File: src/rtl/uart_brk_pkg.sv
package uart_brk_pkg;

  typedef enum logic [1:0] {
    PAR_NONE   = 2'b00,
    PAR_EVEN   = 2'b01,
    PAR_ODD    = 2'b10,
    PAR_NONE_X = 2'b11
  } par_e;

  typedef enum logic [1:0] {
    ST_IDLE  = 2'b00,
    ST_SHIFT = 2'b01,
    ST_BREAK = 2'b10,
    ST_MARK  = 2'b11
  } tx_st_e;

endpackage

File: src/rtl/uart_frame_build.sv
module uart_frame_build
  import uart_brk_pkg::*;
#(
  parameter int DATA_W  = 8,
  parameter int FRAME_W = DATA_W + 3,
  parameter int CNT_W   = $clog2(FRAME_W + 1)
) (
  input  logic [DATA_W-1:0]  data_i,
  input  logic [1:0]         par_mode_i,
  output logic [FRAME_W-1:0] frame_o,
  output logic [CNT_W-1:0]   nbits_o
);

  localparam int BASE_BITS = DATA_W + 2;

  par_e mode;
  logic use_par;
  logic par_bit;

  assign mode = par_e'(par_mode_i);

  // parity selection: even makes total ones even, odd makes it odd
  always_comb begin
    case (mode)
      PAR_EVEN: begin use_par = 1'b1; par_bit = ^data_i;  end
      PAR_ODD:  begin use_par = 1'b1; par_bit = ~^data_i; end
      default:  begin use_par = 1'b0; par_bit = 1'b0;     end
    endcase
  end

  // frame laid out LSB first: start, data, [parity], stop, pad ones
  always_comb begin
    frame_o             = '1;
    frame_o[0]          = 1'b0;
    frame_o[DATA_W:1]   = data_i;
    if (use_par) frame_o[DATA_W+1] = par_bit;
  end

  assign nbits_o = CNT_W'(BASE_BITS) + CNT_W'(use_par);

endmodule

File: src/rtl/uart_hold_reg.sv
module uart_hold_reg #(
  parameter int DATA_W = 8
) (
  input  logic              clk,
  input  logic              rst_n,
  input  logic              in_valid_i,
  output logic              in_ready_o,
  input  logic [DATA_W-1:0] in_data_i,
  input  logic              take_i,
  output logic              hold_valid_o,
  output logic [DATA_W-1:0] hold_data_o
);

  logic              valid_q;
  logic [DATA_W-1:0] data_q;
  logic              accept;

  assign in_ready_o   = ~valid_q;
  assign accept       = in_valid_i & ~valid_q;
  assign hold_valid_o = valid_q;
  assign hold_data_o  = data_q;

  always_ff @(posedge clk or negedge rst_n) begin
    if (!rst_n) begin
      valid_q <= 1'b0;
      data_q  <= '0;
    end else if (accept) begin
      valid_q <= 1'b1;
      data_q  <= in_data_i;
    end else if (take_i) begin
      valid_q <= 1'b0;
    end
  end

  AST_HOLD_KEEP: assert property (@(posedge clk) disable iff (!rst_n)
    (valid_q && !take_i) |=> (valid_q && $stable(data_q)));

  AST_TAKE_ONLY_FULL: assert property (@(posedge clk) disable iff (!rst_n)
    take_i |-> valid_q);

endmodule

File: src/rtl/uart_brk_ctrl.sv
module uart_brk_ctrl (
  input  logic clk,
  input  logic rst_n,
  input  logic brk_start_i,
  input  logic brk_stop_i,
  input  logic brk_done_i,
  output logic brk_req_o,
  output logic stop_seen_o
);

  logic req_q;
  logic stop_q;

  always_ff @(posedge clk or negedge rst_n) begin
    if (!rst_n) begin
      req_q  <= 1'b0;
      stop_q <= 1'b0;
    end else if (brk_done_i) begin
      // commands coinciding with the end of a break are dropped
      req_q  <= 1'b0;
      stop_q <= 1'b0;
    end else begin
      if (brk_start_i) req_q <= 1'b1;
      if (brk_stop_i && (req_q || brk_start_i)) stop_q <= 1'b1;
    end
  end

  assign brk_req_o   = req_q;
  assign stop_seen_o = stop_q;

  AST_STOP_NEEDS_REQ: assert property (@(posedge clk) disable iff (!rst_n)
    stop_q |-> req_q);

  AST_REQ_STICKY: assert property (@(posedge clk) disable iff (!rst_n)
    (req_q && !brk_done_i) |=> req_q);

endmodule

File: src/rtl/uart_tx_shift.sv
module uart_tx_shift
  import uart_brk_pkg::*;
#(
  parameter int DATA_W  = 8,
  parameter int FRAME_W = DATA_W + 3,
  parameter int CNT_W   = $clog2(FRAME_W + 1)
) (
  input  logic               clk,
  input  logic               rst_n,
  input  logic               tick_i,
  input  logic               hold_valid_i,
  input  logic [FRAME_W-1:0] frame_i,
  input  logic [CNT_W-1:0]   nbits_i,
  input  logic               brk_req_i,
  input  logic               stop_seen_i,
  output logic               take_o,
  output logic               brk_done_o,
  output logic               txd_o,
  output logic               brk_active_o,
  output logic               idle_o
);

  localparam logic [CNT_W-1:0] CNT_ONE = CNT_W'(1);

  tx_st_e             state_q, state_d;
  logic [FRAME_W-1:0] sh_q, sh_d;
  logic [CNT_W-1:0]   cnt_q, cnt_d;
  logic [CNT_W-1:0]   len_q, len_d;
  logic               txd_q, txd_d;
  logic               pick;

  always_comb begin
    state_d    = state_q;
    sh_d       = sh_q;
    cnt_d      = cnt_q;
    len_d      = len_q;
    txd_d      = txd_q;
    take_o     = 1'b0;
    brk_done_o = 1'b0;
    pick       = 1'b0;

    if (tick_i) begin
      case (state_q)
        ST_IDLE:  pick = 1'b1;
        ST_SHIFT: begin
          if (cnt_q == len_q) begin
            pick = 1'b1;
          end else begin
            txd_d = sh_q[0];
            sh_d  = sh_q >> 1;
            cnt_d = cnt_q + CNT_ONE;
          end
        end
        ST_BREAK: begin
          if (cnt_q != len_q) begin
            cnt_d = cnt_q + CNT_ONE;
          end else if (stop_seen_i) begin
            state_d    = ST_MARK;
            txd_d      = 1'b1;
            brk_done_o = 1'b1;
          end
        end
        default:  pick = 1'b1;
      endcase

      // choose the next line activity: break first, then a waiting character
      if (pick) begin
        if (brk_req_i) begin
          state_d = ST_BREAK;
          txd_d   = 1'b0;
          cnt_d   = CNT_ONE;
          len_d   = nbits_i;
        end else if (hold_valid_i) begin
          state_d = ST_SHIFT;
          take_o  = 1'b1;
          txd_d   = frame_i[0];
          sh_d    = frame_i >> 1;
          cnt_d   = CNT_ONE;
          len_d   = nbits_i;
        end else begin
          state_d = ST_IDLE;
          txd_d   = 1'b1;
        end
      end
    end
  end

  always_ff @(posedge clk or negedge rst_n) begin
    if (!rst_n) begin
      state_q <= ST_IDLE;
      sh_q    <= '1;
      cnt_q   <= '0;
      len_q   <= '0;
      txd_q   <= 1'b1;
    end else begin
      state_q <= state_d;
      sh_q    <= sh_d;
      cnt_q   <= cnt_d;
      len_q   <= len_d;
      txd_q   <= txd_d;
    end
  end

  assign txd_o        = txd_q;
  assign brk_active_o = (state_q == ST_BREAK);
  assign idle_o       = (state_q == ST_IDLE);

  AST_BRK_LINE_LOW: assert property (@(posedge clk) disable iff (!rst_n)
    brk_active_o |-> !txd_o);

  AST_BRK_MIN_LEN: assert property (@(posedge clk) disable iff (!rst_n)
    $fell(brk_active_o) |-> ($past(cnt_q) == $past(len_q)));

  AST_BRK_HOLD: assert property (@(posedge clk) disable iff (!rst_n)
    (brk_active_o && !stop_seen_i) |=> brk_active_o);

  AST_NO_CUT: assert property (@(posedge clk) disable iff (!rst_n)
    (state_q == ST_SHIFT && cnt_q != len_q) |=> (state_q == ST_SHIFT));

  AST_MARK_AFTER_BRK: assert property (@(posedge clk) disable iff (!rst_n)
    $fell(brk_active_o) |-> txd_o);

  AST_TICK_ONLY: assert property (@(posedge clk) disable iff (!rst_n)
    !tick_i |=> ($stable(txd_q) && $stable(state_q) && $stable(cnt_q)));

endmodule

File: src/rtl/uart_brk_tx.sv
module uart_brk_tx
  import uart_brk_pkg::*;
#(
  parameter int DATA_W = 8
) (
  input  logic              clk,
  input  logic              rst_n,
  input  logic              tick,
  input  logic [1:0]        par_mode,
  input  logic              in_valid,
  output logic              in_ready,
  input  logic [DATA_W-1:0] in_data,
  input  logic              brk_start,
  input  logic              brk_stop,
  output logic              txd,
  output logic              tx_empty,
  output logic              brk_active,
  output logic              brk_pending
);

  localparam int FRAME_W = DATA_W + 3;
  localparam int CNT_W   = $clog2(FRAME_W + 1);

  logic               hold_valid;
  logic [DATA_W-1:0]  hold_data;
  logic               take;
  logic [FRAME_W-1:0] frame;
  logic [CNT_W-1:0]   nbits;
  logic               brk_req;
  logic               stop_seen;
  logic               brk_done;
  logic               sh_idle;

  uart_hold_reg #(.DATA_W(DATA_W)) u_hold (
    .clk          (clk),
    .rst_n        (rst_n),
    .in_valid_i   (in_valid),
    .in_ready_o   (in_ready),
    .in_data_i    (in_data),
    .take_i       (take),
    .hold_valid_o (hold_valid),
    .hold_data_o  (hold_data)
  );

  uart_frame_build #(
    .DATA_W  (DATA_W),
    .FRAME_W (FRAME_W),
    .CNT_W   (CNT_W)
  ) u_frame (
    .data_i     (hold_data),
    .par_mode_i (par_mode),
    .frame_o    (frame),
    .nbits_o    (nbits)
  );

  uart_brk_ctrl u_brk (
    .clk         (clk),
    .rst_n       (rst_n),
    .brk_start_i (brk_start),
    .brk_stop_i  (brk_stop),
    .brk_done_i  (brk_done),
    .brk_req_o   (brk_req),
    .stop_seen_o (stop_seen)
  );

  uart_tx_shift #(
    .DATA_W  (DATA_W),
    .FRAME_W (FRAME_W),
    .CNT_W   (CNT_W)
  ) u_shift (
    .clk          (clk),
    .rst_n        (rst_n),
    .tick_i       (tick),
    .hold_valid_i (hold_valid),
    .frame_i      (frame),
    .nbits_i      (nbits),
    .brk_req_i    (brk_req),
    .stop_seen_i  (stop_seen),
    .take_o       (take),
    .brk_done_o   (brk_done),
    .txd_o        (txd),
    .brk_active_o (brk_active),
    .idle_o       (sh_idle)
  );

  assign tx_empty    = sh_idle & ~hold_valid;
  assign brk_pending = brk_req;

endmodule

File: config.mk
export PLATFORM = sky130hd
export DESIGN_NAME = uart_brk_tx
export DESIGN_NICKNAME = d
export VERILOG_FILES = /design/src/rtl/uart_brk_pkg.sv /design/src/rtl/uart_frame_build.sv /design/src/rtl/uart_hold_reg.sv /design/src/rtl/uart_brk_ctrl.sv /design/src/rtl/uart_tx_shift.sv /design/src/rtl/uart_brk_tx.sv
export SDC_FILE = /design/constraint.sdc
export NUM_CORES = 1
export LEC_CHECK = 0
export BUFFER_PORTS_ARGS = -buffer_cell sky130_fd_sc_hd__buf_2
export CORE_AREA = 4 4 69 71
export DETAILED_ROUTE_END_ITERATION = 6
export DIE_AREA = 0 0 73 75
export PLACE_DENSITY = 0.71
export SLEW_MARGIN = 15
export SYNTH_ARGS = -nofsm -noshare
export SYNTH_HDL_FRONTEND = slang
export SYNTH_SLANG_ARGS = --single-unit
export TNS_END_PERCENT = 100
File: constraint.sdc
create_clock -name clk -period 1.74 [get_ports clk]
set_input_delay 0.087 -clock clk [delete_from_list [all_inputs] [get_ports clk]]
set_output_delay 0.087 -clock clk [all_outputs]
set_load 0.03 [all_outputs]
Word-level counts from Yosys, hierarchy flattened
Cells that the tools add are included.

Register bits after elaboration: 33. Bits of input ports: 16. Logic and storage cells: 86.

Add/subtract/negate cells: 2. Equality and inequality tests: 10. Multiplexer cells: 46. Bitwise gates (word level): 3. Reduce and logical (&&, ||, !) cells: 16.

Operators with widths (count): 11-bit two-way mux (5); 4-bit two-way mux (7); 1-bit two-way mux (25); 2-bit nonzero test (6); 2-bit two-way mux (5); 4-bit case mux with 2 select lines (1); 8-bit XNOR reduction (1); 8-bit XOR reduction (1); 3-bit != test, second input constant (2); 1-bit case mux with 2 select lines (3); 5-bit AND reduction (1); 4-bit by 1-bit adder with 4-bit output, first input constant (1); 4-bit by 1-bit adder with 4-bit output, second input constant (1); 2-bit by 1-bit equality test with 1-bit output, second input constant (2); 2-bit equality test, second input constant (2); 4-bit equality test (1); 4-bit != test (1); 4-bit AND reduction (1); 3-bit by 1-bit != test with 1-bit output, second input constant (1); 3-bit AND reduction (1); 3-bit nonzero test (1); 1-bit AND (2); 2-bit zero test (1); 2-bit != test, second input constant (1); other kinds (4) (4).

Longest topological paths before layout
Depth after elaboration: 8. Mapped depth: 9.

Hierarchy
A second synthesis with hierarchy kept.

Cell total of the unflattened synthesis: 172. Area, all modules: 1919.3 sq um.

Modules (own cells, without submodules): uart_tx_shift (times used 1, cells each 112, area each 1232.4 sq um, sequential area each 565.5 sq um); uart_hold_reg (times used 1, cells each 21, area each 374.1 sq um, sequential area each 225.2 sq um); uart_frame_build (times used 1, cells each 31, area each 227.7 sq um, sequential area each 0.0 sq um); uart_brk_ctrl (times used 1, cells each 7, area each 71.3 sq um, sequential area each 50.0 sq um); uart_brk_tx (times used 1, cells each 1, area each 13.8 sq um, sequential area each 0.0 sq um).

Least setup slack after synthesis
Ideal clock, no wire load.

Path type: reg-to-reg. From: register u_shift.state_q[0]. To: register u_shift.cnt_q[0]. Library setup time: 0.129 ns. Arrival: 1.875 ns. Data required time: 1.611 ns. Setup slack: -0.264 ns. Cell stages (with the launch flop): 9. Path buffers: 1. Cells stage by stage: dfrtp_1 > inv_1 > ha_1 > clkbuf_2 > nor2_1 > a2111oi_0 > or3b_2 > o21ai_0 > o21ai_0.

Longest elaborated chain between the ends: 5. Elaborated cells between the ends (all ways): 8.

RTL lines: from (decl) (RTL line uart_tx_shift.sv:25) `tx_st_e state_q, state_d;`; from (signal assigned) (RTL line uart_tx_shift.sv:96) `state_q <= state_d;`; 2-bit equality test *; named net brk_active (RTL line uart_brk_tx.sv:17) `output logic brk_active,`; 4-bit case mux with 2 select lines (RTL line uart_tx_shift.sv:43) `case (state_q)`; 4-bit two-way mux (RTL line uart_tx_shift.sv:73) `end else if (hold_valid_i) begin`; 4-bit two-way mux (RTL line uart_tx_shift.sv:68) `if (brk_req_i) begin`; 4-bit two-way mux * (RTL line uart_tx_shift.sv:67) `if (pick) begin`; to (signal assigned) (RTL line uart_tx_shift.sv:98) `cnt_q <= cnt_d;`; to (decl) (RTL line uart_tx_shift.sv:27) `logic [CNT_W-1:0] cnt_q, cnt_d;`.

Mark *: on every way through the listed nets, which the timed path passes. The rest lies on a longest branch. The select of a mux whose other input is x is not followed. A chain may end at the register's enable or synchronous reset.

Worst setup path after layout
From: register u_shift.len_q[1]. To: register u_shift.len_q[0].

Longest elaborated chain between the ends: 5.

RTL lines: from (decl) (RTL line uart_tx_shift.sv:28) `logic [CNT_W-1:0] len_q, len_d;`; from (signal assigned) (RTL line uart_tx_shift.sv:99) `len_q <= len_d;`; 4-bit equality test (RTL line uart_tx_shift.sv:46) `if (cnt_q == len_q) begin`; 1-bit two-way mux (RTL line uart_tx_shift.sv:46); 1-bit case mux with 2 select lines (RTL line uart_tx_shift.sv:43); 1-bit two-way mux (RTL line uart_tx_shift.sv:42) `if (tick_i) begin`; 3-bit AND reduction (no line).

Every way passes these cells. The select of a mux whose other input is x is not followed.

==> results by group <==
Logic synthesis
  • Post-synth EDFFs: 0
  • Post-Synthesis Cells: 160
  • Netlist cell types: 45
  • Ys Warns: 0
  • Syn_nets: 182
  • Top_reg_cell synth: dfrtp_1
  • Post-synthesis register bit count: 31
  • Yosys top cell area share: 0.280
  • Area leader, netlist: dfrtp_1
  • Synthesized area: 0.00170 mm²
  • Synth area leaders: dfrtp_1, dfstp_2, mux2_2
  • Register area share after synthesis: 0.465
  • Ys async rst share: 1.00
  • Avg Cell Area, Syn: 10.6 µm²

Worst setup path
  • Worst Setup End Kind: register
  • Worst Path Arrival: 2050 ps
  • CP Cell Sequence: or3_4 -> a2111oi_4 -> or2_4 -> and3_4 -> mux2_4
  • Worst R2R Path Depth: 5
  • CP max-delay cell: or3_4
  • CP max FO: 3
  • Reg-to-reg setup timing slack: -140 ps
  • Critical path type: register to register
  • Critical Path RT: 1910 ps
  • Slowest cell delay on critical path: 430 ps
  • Reg-to-Reg Start: u_shift.len_q[1]
  • Worst setup SP type: register
  • Worst reg2reg path endpoint: u_shift.len_q[0]

Clock tree
  • CTS tree: yes
  • Worst-skew pair later-pin latency: 290 ps
  • Clock Sinks: 31
  • Clock Tree Root: clkbuf_8
  • Num CTS Buffers: 5
  • Worst-path clk slew: 60 ps
  • Depth of the CTS H-tree: 2
  • Max Root-Sink Buffers: 2

STA
  • Final hold slack: 26.9 ps
  • RSZ-0062 raised after global routing: true
  • Final setup fails: 11
  • Fmax: 0.533 GHz
  • Fin. Hold Viols: 0
  • Setup ws final: -137 ps
  • Final Max Slew Viols: 0
  • Slew of the pin with the lowest slew margin: 677 ps
  • Rel. slew slack: 0.549
  • Clock Skew: 5.08 ps
  • Fin crit share: 1.08
  • Min cycle time layout: 1880 ps

Outcome
  • Status: finished with violations
  • Violated checks: setup timing

Pwr
  • Peak VDD IR: 0.000830 V
  • Net Sw Power: 0.00105 W
  • Sequential share of power: 0.403
  • Pwr Density: 1410 mW/mm²
  • Switching Share: 0.338
  • Clock Power Share: 0.189
  • Combinational power share: 0.409
  • Tot Pwr: 0.00311 W
  • LEAKAGE: 0.950 nW
  • Int Power: 0.00206 W

Detailed routing
  • DRC violations left: 0
  • Pre-Repair DR Iteration Count: 4
  • Initial DRC count: 24
  • WL/cell: 13.5 µm
  • Via Count: 1362
  • Post-Route WL: 3520 µm
  • Post-route ant nets: 0
  • Routed vias/inst: 5.24

Global route
  • First-pass GRT wire length: 6110 µm
  • Grt ovf: 0
  • Largest net degree at the start of global routing: 32
  • Initial antenna violation count: 0
  • Overall routing resource usage: 0.146
  • Vias in the first global route: 1319

Floorplan
  • Die Y: 75 µm
  • Die Wd: 73 µm
  • Ports: 21
  • Num rows: 24
  • Core Region: 0.00423 mm²
  • DIE AREA: 0.00548 mm²
  • Initial Util: 0.401

Place
  • Cell count after placement: 247
  • Post-DP HPWL: 2620 µm
  • IO Port Bufs: 20
  • Gpl congestion: 0.767

Min path
  • Worst hold start: in_valid
  • Worst min path class: primary input to register
  • Hold Path Stages: 3
  • Hold EP: u_hold.hold_valid_o

Finish
  • Commonest non-fill, non-tap cells in the layout: buf_4, buf_2, dfrtp_1
  • Number of diodes: 0
  • Commonest non-fill, non-tap cell in the layout: buf_4
  • Filler cells: 378
  • Layout Cells excl Fill: 260
  • Ratio of cells with drive above 1 in the final layout: 0.457
  • Final-stage net count: 229
  • Syn-to-layout area delta: 30.0%

Flow run
  • Max-Cap Viols: 0
## timing repair
action | 4_1_cts | 5_1_grt
setup endpoints to repair | 17 | 18
pin swaps | 10 | 5
endpoints found under the hold margin | 19 | 0
hold buffers | 1 | 0
gates resized for setup | 12 | 5
buffers inserted | 3 | 1
## registers in the layout, summed over array words and instances (netlist names)
signal and cells:
u_brk.brk_req_o 1, u_brk.stop_seen_o 1, u_hold.hold_data_o 8, u_hold.hold_valid_o 1, u_shift.cnt_q 4, u_shift.len_q 2, u_shift.sh_q 11, u_shift.state_q 2
u_shift.txd_o 1
## routing by layer
layer	wire, µm	share of wire	vias up	global-route usage
met3	127	0.036	6	0.0401
met4	61	0.017	0	0.0615
li1	-	-	666	-
met1	1630	0.46	662	0.194
met2	1710	0.48	28	0.225
met5	0	0	-	0
## kinds of logic after synthesis
| kind of cell | Yosys count | synth area share |
|---|---|---|
| AOI/OAI and AO/OA | 35 | 0.158 |
| xor gates and xnor gates | 8 | 0.0412 |
| adders and majority gates | 6 | 0.0442 |
| buffers and inverters | 15 | 0.0405 |
| DFF | 31 | 0.465 |
| muxes | 11 | 0.0744 |
| and+or+nand+nor | 54 | 0.177 |
## critical path, delay by kind of cell (launching register included)
kind | cells | cell delay (ps)
muxes | 1 | 290
DFF | 1 | 380
and+or+nand+nor | 3 | 780
AOI/OAI and AO/OA | 1 | 320
## power by group through the flow
stage	sequential, W	clock, W	combinational, W
after floorplan	0.00121	0	0.000893
after global placement	0.00124	0	0.00118
after detailed placement	0.00124	0	0.00121
after CTS	0.00124	0.000600	0.00126
after global routing	0.00128	0.000637	0.00140
final	0.00125	0.000587	0.00127
## cells in the mapped netlist (2+ instances only)
library cell / number
a21oi_1: 3
a221o_1: 3
a41oi_1: 2
and3_4: 2
buf_4: 3
clkbuf_1: 2
dfrtp_1: 19
dfstp_2: 12
ha_1: 6
inv_1: 9
mux2_2: 9
nand2_1: 6
nand2b_1: 2
nand3_1: 3
nand3b_1: 3
nor2_1: 18
nor2b_1: 9
o21ai_0: 9
o22ai_1: 7
or2_2: 2
xnor2_1: 7
## worst max-delay path by stage
stage	from	end	slack, ps
6_report	u_shift.len_q[1]	u_shift.len_q[0]	-140
5_1_grt	u_shift.len_q[1]	u_shift.len_q[0]	-220
4_1_cts	u_shift.len_q[1]	u_shift.len_q[0]	-140
3_5_place_dp	u_shift.state_q[0]	u_shift.sh_q[2]	-220
3_3_place_gp	u_shift.state_q[0]	u_shift.sh_q[2]	-180
2_1_floorplan	u_shift.len_q[1]	u_shift.len_q[0]	-140
## layout make-up
| class | count | area (µm²) | share of cell area |
|---|---|---|---|
| clock buffers | 7 | 86.3 | 0.0391 |
| clock inverters | 1 | 5.00 | 0.00227 |
| well taps | 52 | 65.1 | 0.0294 |
| inverters | 9 | 36.3 | 0.0164 |
| multi-input cells | 114 | 920 | 0.416 |
| flip-flops and latches | 31 | 792 | 0.358 |
| repair buffers | 46 | 305 | 0.138 |
## per-stage QoR
| stage | util | TNS [ps] | cell area, µm² | setup WS [ps] |
|---|---|---|---|---|
| floorplan | - | -184 | 1730 | -138 |
| global placement | 0.473 | -1660 | 2000 | -176 |
| detailed placement | 0.473 | -2220 | 2000 | -224 |
| CTS | 0.514 | -866 | 2180 | -140 |
| global route | 0.522 | -2510 | 2210 | -225 |
| finish | 0.522 | -905 | 2210 | -137 |
No activity file was read; power rests on OpenSTA's default activity.
